File: src/rtl/thrsel_pkg.sv
`timescale 1ns/1ps
package thrsel_pkg;
   typedef enum logic {
      SW_FINE   = 1'b0,
      SW_COARSE = 1'b1
   } sw_mode_e;
endpackage

File: src/rtl/rr_pick.sv
`timescale 1ns/1ps
// Wrapped upward search for the first set request after a base index.
module rr_pick #(
   parameter int N  = 4,
   parameter int TW = 2
) (
   input  logic [N-1:0]  req,
   input  logic [TW-1:0] base,
   input  logic          skip_base,
   output logic          found,
   output logic [TW-1:0] idx
);
   int t;
   always_comb begin
      found = 1'b0;
      idx   = base;
      t     = 0;
      for (int k = 1; k <= N; k++) begin
         t = int'(base) + k;
         if (t >= N) t = t - N;
         if (!found && req[t[TW-1:0]] && !(k == N && skip_base)) begin
            found = 1'b1;
            idx   = t[TW-1:0];
         end
      end
   end
endmodule

File: src/rtl/pc_bank.sv
`timescale 1ns/1ps
// One program counter per thread; a load beats the step.
module pc_bank #(
   parameter int          N       = 4,
   parameter int          TW      = 2,
   parameter int          PC_W    = 32,
   parameter logic [31:0] PC_BASE = 32'h0000_1000,
   parameter logic [31:0] PC_STEP = 32'h0000_0100
) (
   input  logic                   clk,
   input  logic                   rst_n,
   input  logic                   inc_en,
   input  logic [TW-1:0]          inc_tid,
   input  logic                   ld_en,
   input  logic [TW-1:0]          ld_tid,
   input  logic [PC_W-1:0]        ld_pc,
   output logic [N-1:0][PC_W-1:0] pcs
);
   localparam logic [PC_W-1:0] INSN_BYTES = PC_W'(4);

   for (genvar i = 0; i < N; i++) begin : g_pc
      logic [PC_W-1:0] pc_q;
      always_ff @(posedge clk) begin
         if (!rst_n)
            pc_q <= PC_W'(PC_BASE) + PC_W'(PC_STEP) * PC_W'(i);
         else if (ld_en && ld_tid == TW'(i))
            pc_q <= ld_pc;
         else if (inc_en && inc_tid == TW'(i))
            pc_q <= pc_q + INSN_BYTES;
      end
      assign pcs[i] = pc_q;
   end

   // an issued thread without a competing load steps by one word
   p_pc_step_r7: assert property (@(posedge clk) disable iff (!rst_n)
      (inc_en && !(ld_en && ld_tid == inc_tid)) |=>
         pcs[$past(inc_tid)] == $past(pcs[inc_tid]) + INSN_BYTES);

   // a redirect lands regardless of a same-thread issue
   p_redir_load_r8: assert property (@(posedge clk) disable iff (!rst_n)
      ld_en |=> pcs[$past(ld_tid)] == $past(ld_pc));
endmodule

File: src/rtl/thrsel_policy.sv
`timescale 1ns/1ps
// Switching policy: interleaved or blocked, with shared pointer state.
module thrsel_policy
   import thrsel_pkg::*;
#(
   parameter int N  = 4,
   parameter int TW = 2
) (
   input  logic          clk,
   input  logic          rst_n,
   input  sw_mode_e      mode,
   input  logic [N-1:0]  ready,
   input  logic [N-1:0]  lstall,
   output logic          issue_v,
   output logic [TW-1:0] issue_tid
);
   logic [N-1:0]  elig;
   logic [TW-1:0] cur_q, cur_d;
   logic          bub_q, bub_d;
   logic          pk_found;
   logic [TW-1:0] pk_idx;

   assign elig = ready & ~lstall;

   rr_pick #(.N(N), .TW(TW)) u_pick (
      .req       (elig),
      .base      (cur_q),
      .skip_base (mode == SW_COARSE),
      .found     (pk_found),
      .idx       (pk_idx)
   );

   always_comb begin
      cur_d     = cur_q;
      bub_d     = 1'b0;
      issue_v   = 1'b0;
      issue_tid = cur_q;
      if (mode == SW_FINE) begin
         if (pk_found) begin
            issue_v   = 1'b1;
            issue_tid = pk_idx;
            cur_d     = pk_idx;
         end
      end else if (bub_q) begin
         issue_v = 1'b0;
      end else if (lstall[cur_q]) begin
         if (pk_found) begin
            cur_d = pk_idx;
            bub_d = 1'b1;
         end
      end else if (ready[cur_q]) begin
         issue_v = 1'b1;
      end
   end

   always_ff @(posedge clk) begin
      if (!rst_n) begin
         cur_q <= '0;
         bub_q <= 1'b0;
      end else begin
         cur_q <= cur_d;
         bub_q <= bub_d;
      end
   end
endmodule

File: src/rtl/thr_issue_sel.sv
`timescale 1ns/1ps
module thr_issue_sel
   import thrsel_pkg::*;
#(
   parameter int          NTHREADS = 4,
   parameter int          PC_W     = 32,
   parameter logic [31:0] PC_BASE  = 32'h0000_1000,
   parameter logic [31:0] PC_STEP  = 32'h0000_0100,
   localparam int         TID_W    = (NTHREADS > 1) ? $clog2(NTHREADS) : 1
) (
   input  logic                clk,
   input  logic                rst_n,
   input  logic                sw_coarse,
   input  logic [NTHREADS-1:0] thr_ready,
   input  logic [NTHREADS-1:0] thr_long_stall,
   input  logic                redir_en,
   input  logic [TID_W-1:0]    redir_tid,
   input  logic [PC_W-1:0]     redir_pc,
   output logic                issue_valid,
   output logic [TID_W-1:0]    issue_tid,
   output logic [PC_W-1:0]     issue_pc
);
   if (NTHREADS < 2) begin : g_bad_threads
      $error("thr_issue_sel: NTHREADS must be at least 2");
   end
   if (PC_W < 8 || PC_W > 32) begin : g_bad_pcw
      $error("thr_issue_sel: PC_W must lie in 8..32");
   end
   if (PC_BASE[1:0] != 2'b00 || PC_STEP[1:0] != 2'b00) begin : g_bad_align
      $error("thr_issue_sel: reset PCs must be word aligned");
   end

   logic [NTHREADS-1:0][PC_W-1:0] pcs;
   logic [NTHREADS-1:0]           elig;
   sw_mode_e                      mode;
   logic                          arm_q;

   assign mode = sw_coarse ? SW_COARSE : SW_FINE;
   assign elig = thr_ready & ~thr_long_stall;

   thrsel_policy #(.N(NTHREADS), .TW(TID_W)) u_policy (
      .clk       (clk),
      .rst_n     (rst_n),
      .mode      (mode),
      .ready     (thr_ready),
      .lstall    (thr_long_stall),
      .issue_v   (issue_valid),
      .issue_tid (issue_tid)
   );

   pc_bank #(
      .N(NTHREADS), .TW(TID_W), .PC_W(PC_W),
      .PC_BASE(PC_BASE), .PC_STEP(PC_STEP)
   ) u_pcs (
      .clk     (clk),
      .rst_n   (rst_n),
      .inc_en  (issue_valid),
      .inc_tid (issue_tid),
      .ld_en   (redir_en),
      .ld_tid  (redir_tid),
      .ld_pc   (redir_pc),
      .pcs     (pcs)
   );

   assign issue_pc = pcs[issue_tid];

   always_ff @(posedge clk) begin
      if (!rst_n) arm_q <= 1'b0;
      else        arm_q <= 1'b1;
   end

   // the slot only goes to a thread that can issue
   p_elig_only_r2: assert property (@(posedge clk) disable iff (!rst_n)
      issue_valid |-> elig[issue_tid]);

   // with a second eligible thread, interleaved mode never repeats
   p_fine_rotate_r3: assert property (@(posedge clk) disable iff (!rst_n)
      (arm_q && issue_valid && !sw_coarse && $past(issue_valid && !sw_coarse)
       && $countones(elig) > 1) |-> issue_tid != $past(issue_tid));

   // blocked mode never changes thread between back-to-back issues
   p_coarse_hold_r5: assert property (@(posedge clk) disable iff (!rst_n)
      (arm_q && issue_valid && sw_coarse && $past(issue_valid && sw_coarse))
         |-> issue_tid == $past(issue_tid));
endmodule

File: config.mk
export PLATFORM = sky130hd
export DESIGN_NAME = thr_issue_sel
export DESIGN_NICKNAME = d
export VERILOG_FILES = /design/src/rtl/thrsel_pkg.sv /design/src/rtl/rr_pick.sv /design/src/rtl/pc_bank.sv /design/src/rtl/thrsel_policy.sv /design/src/rtl/thr_issue_sel.sv
export SDC_FILE = /design/constraint.sdc
export NUM_CORES = 1
export LEC_CHECK = 0
export CAP_MARGIN = 25
export CORE_MARGIN = 1.5
export CORE_UTILIZATION = 60
export DETAILED_ROUTE_END_ITERATION = 7
export PLACE_DENSITY_LB_ADDON = 0.1
export SLEW_MARGIN = 15
export SYNTH_ARGS = -nofsm -noshare
export SYNTH_HDL_FRONTEND = slang
export SYNTH_HIERARCHICAL = 1
export SYNTH_SLANG_ARGS = --single-unit
File: constraint.sdc
create_clock -name clk -period 11.2 [get_ports clk]
set_clock_uncertainty 0.2 [all_clocks]
set_input_delay 1.68 -clock clk [delete_from_list [all_inputs] [get_ports clk]]
set_output_delay 1.68 -clock clk [all_outputs]
set_load 0.02 [all_outputs]
==> results of run 1 <==
## layout make-up
| type | count | area (sq um) | area share [%] |
|---|---|---|---|
| Multi-Input combinational cell | 716 | 4990 | 53.0 |
| Clock buffer | 24 | 482 | 5.12 |
| Clock inverter | 6 | 55.1 | 0.585 |
| Inverter | 20 | 75.1 | 0.798 |
| Sequential cell | 131 | 2620 | 27.9 |
| Tap cell | 172 | 215 | 2.29 |
| Timing Repair Buffer | 94 | 970 | 10.3 |
## cells in the final DEF (no fill, tap or decap), drive strengths merged, types with 2 or more instances in the layout
cell	n
dfxtp	131
a21oi	85
o21ai	81
clkdlybuf4s50	79
nor2	70
nand2	66
xnor2	57
xor2	51
nand3	45
nand4	41
mux4	34
nor3	33
a211oi	27
clkbuf	24
inv	20
buf	15
nor4	14
and4	13
and3	13
mux2i	9
nor2b	8
or4	7
a311oi	6
clkinv	5
mux2	5
nand3b	4
or2	4
o211ai	4
o22ai	4
ha	4
nor3b	4
and3b	3
and2	3
nand4b	3
or3	3
nand2b	2
a22oi	2
## cell families (layout without fill, tap and decap cells)
kind of cell | Yosys count | count (layout) | share of synthesized area [%]
xor gates and xnor gates | 108 | 108 | 11.9
and+or+nand+nor | 340 | 340 | 23.0
adders and majority gates | 4 | 4 | 0.627
AOI/OAI and AO/OA | 216 | 216 | 15.3
muxes | 48 | 48 | 11.7
DFF | 131 | 131 | 32.9
buffers and inverters | 78 | 144 | 4.72
## registers in the layout, summed over array words and instances (netlist names)
register	cells
u_policy/cur_q	2
u_policy/bub_q	1
u_pcs/g_pc.pc_q	128
## worst max path at each step
stage	from	end	slack (ns)	cells after the start
finish	thr_ready[1]	issue_pc[0]	3.58	10
CTS	thr_ready[0]	issue_pc[0]	3.59	10
detailed placement	thr_ready[0]	issue_pc[0]	3.61	10
global placement	thr_ready[0]	issue_pc[31]	3.79	9
floorplan	thr_ready[0]	issue_pc[10]	5.46	8
global route	thr_ready[1]	issue_pc[0]	3.26	10
## power groups by stage
| stage | clock, mW | sequential (mW) | combinational [mW] |
|---|---|---|---|
| final | 0.516 | 0.540 | 0.327 |
| after global routing | 0.536 | 0.543 | 0.347 |
| after CTS | 0.516 | 0.538 | 0.318 |
| after detailed placement | 0 | 0.548 | 0.316 |
| after global placement | 0 | 0.546 | 0.307 |
| after floorplan | 0 | 0.532 | 0.233 |
## stage by stage
stage               utilization (%)  hold WS, ns  setup WS (ns)  power [mW]  std cells
floorplan                         -        0.232           5.46       0.765        925
global placement               68.6        0.241           3.79       0.853       1128
detailed placement             68.7        0.250           3.61       0.864       1129
CTS                            72.9        0.262           3.59        1.37       1159
global route                   73.7        0.276           3.26        1.43       1163
finish                         73.7        0.261           3.58        1.38       1163
## routing by layer
layer	track usage, %	up-vias	share of wire [%]
met1	45.1	3655	40
met5	0	-	0
met4	13.5	0	3.0
met2	54.6	515	46
met3	7.87	77	11
li1	-	3523	-
## worst reg2reg max path, stage by stage (launching register included)
cell and delay, ns:
dfxtp_1 0.63, mux4_2 0.58, a22o_1 0.23, nor2b_1 0.19, mux2_2 0.71, buf_4 0.51, nand3_1 0.62, nor4_1 1.05
nand2_1 0.19, xor2_1 0.18, a21oi_1 0.16
==> results.py, run 1 <==
metrics = {
    "status": {
        "status": "complete, no violations",
    },
    "timing": {
        "setup_viol": 0,
        "post-route-min-period_ns": 7.62,
        "worst_slew_pin_slew_ns": 1.05,
        "grt_setup_unrepaired": "no",
        "post-route-period-util_pct": 68.0,
        "relSlewSlack_pct": 29.8,
        "final_max_slew_viol_count": 0,
        "finalSetupTns_ns": 0,
        "max_clock_freq_mhz": 131,
        "hold_viol": 0,
    },
    "finish": {
        "fillers": 943,
        "diodes": 0,
        "design_area_sq_mm": 0.00941,
        "area_growth_pct": 17.9,
        "drive_gt1_share_pct": 9.49,
        "finalNetCount": 1030,
    },
    "power_and_ir_drop": {
        "swShare_pct": 29.6,
        "pwr-share-seq_pct": 39.1,
        "p_switching_mw": 0.409,
        "power.density_mw_per_mm2": 147,
        "combPwrFrac_pct": 23.6,
        "peakVddDrop_v": 0.0000984,
        "p_leak_nw": 3.04,
        "p_int_mw": 0.973,
        "clkPwrFrac_pct": 37.3,
    },
    "yosys": {
        "yosysTopAreaCell": "dfxtp_1",
        "ys_top_cells_by_count": "131 x dfxtp_1, 85 x a21oi_1, 81 x o21ai_0",
        "synth_edf_count": 0,
        "synth_top_area_share_pct": 32.9,
        "synth_area_per_cell_sq_um": 8.63,
        "ys_warn_count": 6,
        "synth_top_cells_by_area": "dfxtp_1 33%, mux4_2 8.7%, xnor2_1 6.3%",
        "ys.flop_type": "dfxtp_1",
        "synth_area_sq_mm": 0.00798,
        "yosysMostFrequentCell": "dfxtp_1",
        "ys_async_sr_fraction_pct": 0,
        "synthCells": 925,
        "synth_cell_type_count": 60,
        "synth-seq-cells": 131,
        "ys_seq_area_share_pct": 32.9,
        "synth_fp_nets": 975,
    },
    "clocking": {
        "path_clk_slew_ns": 0.06,
        "cts_tree": "yes",
        "post_cts_resized": 0,
        "cts.sinks": 131,
        "numCtsBuffers": 17,
        "insertion_delay_ns": 0.42,
        "ctsHoldBuffers": 0,
        "cts-root-buf": "clkbuf_16",
        "post_cts_buffers": 0,
        "cts_buffer_depth": 2,
        "htree_levels": 4,
    },
    "critical_path": {
        "path_class": "in2out",
        "rrSetupSlack_ns": 5.87,
        "cp-end-kind": "output port",
        "cp-start-kind": "input pin",
        "timing.rr.end": "u_pcs/g_pc[3].pc_q[21]",
        "cp_cell_sequence": "clkdlybuf4s50_1 > nor2b_1 > nor2_1 > o21ai_0 > a22o_1 > nor2b_1 > mux2_2 > buf_4 > mux4_1 > clkdlybuf4s50_1",
        "path_delay_family": "buffers and inverters",
        "crit_buf_inv": 3,
        "rr_worst_depth": 10,
        "r2r_start": "u_policy/cur_q[1]",
        "max_stage_delay_ns": 0.70,
        "worstPathMaxFanout": 25,
        "arrival_ns": 5.74,
        "cp_data_required_time_ns": 9.32,
        "cp_slowest_cell": "mux2_2",
    },
    "floorplanning": {
        "start_util_pct": 62.5,
        "io_pins": 81,
        "die-width_um": 118,
        "die-area_sq_mm": 0.0140,
        "rows": 41,
        "core_sq_mm": 0.0128,
        "dieHeight_um": 118,
    },
    "detailed_routing": {
        "first_pass_iters": 8,
        "vias": 7770,
        "routed_wl_um": 24300,
        "via_per_inst": 6.68,
        "drc": 0,
        "ant_nets": 0,
        "drt_iter0_markers": 939,
        "routedWlPerCell_um": 20.9,
    },
    "global_route": {
        "grt_overflow": 0,
        "grt_max_degree": 93,
        "grt_usage_pct": 34.3,
        "grt_pass1_wl_um": 38200,
        "grt_antenna_before_repair": 0,
        "first_global_vias": 7363,
    },
    "flow_run": {
        "drv_cap": 0,
    },
    "worst_hold_path": {
        "hold_depth": 2,
        "hold_class": "reg2reg",
        "min_from": "u_pcs/g_pc[0].pc_q[1]",
        "hold-path-endpoint": "u_pcs/g_pc[0].pc_q[1]",
    },
    "place": {
        "hpwl_um": 16400,
        "io_buffers": 80,
        "place_area_sq_mm": 0.00878,
        "routabilityCongestion": 0.931,
    },
}
No activity file was read; power rests on OpenSTA's default activity.
==> run 2: changes to the inputs <==
Settings changed: CORE_UTILIZATION 60 to 58.
Clock period 11.2 ns to 8 ns, I/O delays scaled along.
==> results.py, run 2 (synthesis results as in run 1) <==
metrics = {
    "status": {
        "status": "complete, no violations",
    },
    "floorplanning": {
        "rows": 42,
        "die-width_um": 120,
        "die-area_sq_mm": 0.0145,
        "start_util_pct": 59.8,
        "dieHeight_um": 120,
        "io_pins": 81,
        "core_sq_mm": 0.0133,
    },
    "critical_path": {
        "cp-end-kind": "output port",
        "cp_data_required_time_ns": 6.60,
        "worstPathMaxFanout": 25,
        "path_class": "in2out",
        "cp-start-kind": "input pin",
        "arrival_ns": 5.22,
    },
    "finish": {
        "final_common_cell": "dfxtp_1",
        "largest_reg_flops": 128,
        "register_area_sq_mm": 0.00262,
        "final_cell_mix": "131 x dfxtp_1, 85 x a21oi_1, 81 x o21ai_0, 79 x clkdlybuf4s50_1, 70 x nor2_1",
        "top_regs": "u_pcs/g_pc.pc_q x128, u_policy/cur_q x2, u_policy/bub_q x1",
        "diodes": 0,
        "area_growth_pct": 18.7,
        "multi_input_area_sq_mm": 0.00499,
        "drive_gt1_share_pct": 9.96,
        "regMostFlops": "u_pcs/g_pc.pc_q",
        "fillers": 1082,
        "finalNetCount": 1031,
        "fin_cells": 1170,
    },
    "power_and_ir_drop": {
        "combPwrFrac_pct": 22.8,
        "swShare_pct": 29.0,
        "clkPwrFrac_pct": 39.8,
        "p_leak_nw": 3.06,
        "p_int_mw": 1.43,
        "pwr-share-seq_pct": 37.4,
        "power.density_mw_per_mm2": 212,
        "peakVddDrop_v": 0.000168,
        "p_switching_mw": 0.584,
    },
    "detailed_routing": {
        "via_per_inst": 6.62,
        "drc": 0,
        "ant_nets": 0,
        "routedWlPerCell_um": 21.3,
        "drt_iter0_markers": 963,
        "vias": 7747,
        "first_pass_iters": 6,
        "routed_wl_um": 25000,
    },
    "timing": {
        "post-route-period-util_pct": 82.8,
        "relSlewSlack_pct": 31.8,
        "setup_viol": 0,
        "max_clock_freq_mhz": 151,
        "final_max_slew_viol_count": 0,
        "grt_setup_unrepaired": "no",
        "finalSetupTns_ns": 0,
        "hold_viol": 0,
        "post-route-min-period_ns": 6.62,
        "worst_slew_pin_slew_ns": 1.01,
        "whs_ns": 0.262,
    },
    "clocking": {
        "ctsHoldBuffers": 0,
        "cts-root-buf": "clkbuf_16",
        "post_cts_buffers": 0,
        "numCtsBuffers": 17,
        "post_cts_resized": 0,
        "insertion_delay_ns": 0.43,
        "htree_levels": 4,
        "path_clk_slew_ns": 0.06,
        "cts.sinks": 131,
        "cts_buffer_depth": 2,
        "cts_tree": "yes",
    },
    "global_route": {
        "grt_antenna_before_repair": 0,
        "grt_max_degree": 93,
        "grt_overflow": 0,
        "grt_usage_pct": 35.1,
        "grt_pass1_wl_um": 39500,
        "first_global_vias": 7544,
    },
    "place": {
        "hpwl_um": 16900,
        "io_buffers": 80,
        "post-place-cells": 1134,
        "routabilityCongestion": 0.899,
    },
    "flow_run": {
        "drv_cap": 0,
    },
    "worst_hold_path": {
        "hold_class": "reg2reg",
    },
}
==> run 2: cell count changes in the layout (fill, tap and decap cells not counted), sizes merged <==
cell	previous run	this run
clkinvlp	0	2
bufinv	1	3
clkbuf	24	22
buf	15	16
==> run 2: per-stage QoR <==
| step | utilization [%] | total power [mW] | area [sq um] | setup slack (ns) |
|---|---|---|---|---|
| 6_report | 71.0 | 2.01 | 9480 | 1.38 |
| 5_1_grt | 71.0 | 2.09 | 9480 | 1.07 |
| 4_1_cts | 70.5 | 2.01 | 9410 | 1.38 |
| 3_5_place_dp | 66.0 | 1.21 | 8810 | 1.40 |
| 3_3_place_gp | 65.8 | 1.20 | 8780 | 1.58 |
| 2_1_floorplan | - | 1.07 | 7980 | 3.22 |
==> run 2: power by group through the flow <==
stage | Combinational (mW) | Clock, mW | Sequential, mW
global route | 0.490 | 0.836 | 0.759
floorplan | 0.326 | 0 | 0.745
finish | 0.459 | 0.801 | 0.753
CTS | 0.451 | 0.805 | 0.752
detailed placement | 0.446 | 0 | 0.765
global placement | 0.434 | 0 | 0.762
==> run 2: path summary, 6_finish.rpt <==
path              slack, ns             startpoint                endpoint  cells past startpoint
setup / recovery       1.38           thr_ready[1]            issue_pc[13]                     10
hold / removal         0.26  u_pcs/g_pc[1].pc_q[0]   u_pcs/g_pc[1].pc_q[0]                      2
setup reg to reg       3.47      u_policy/cur_q[1]  u_pcs/g_pc[1].pc_q[26]                      9
hold reg to reg        0.26  u_pcs/g_pc[1].pc_q[0]   u_pcs/g_pc[1].pc_q[0]                      2
==> run 2: per-layer routing <==
layer | track usage [%] | share of wire, %
met5 | 0 | 0
met1 | 46.9 | 41
met2 | 54.8 | 46
met3 | 8.25 | 11
met4 | 14.6 | 3.0
==> run 2: worst max-delay path, stage by stage <==
cell             delay [ns]
clkdlybuf4s50_1        0.47
nor2b_1                0.33
nor2_1                 0.10
o21ai_0                0.21
a22o_1                 0.22
nor2b_1                0.33
mux2_2                 0.72
buf_4                  0.49
mux4_2                 0.56
clkdlybuf4s50_1        0.57
==> run 2: layout make-up <==
cell class,instances,share of cell area [%]
Multi-Input combinational cell,716,52.7
Sequential cell,131,27.7
Clock inverter,10,1.37
Clock buffer,22,5.00
Tap cell,176,2.32
Timing Repair Buffer,95,10.1
Inverter,20,0.792
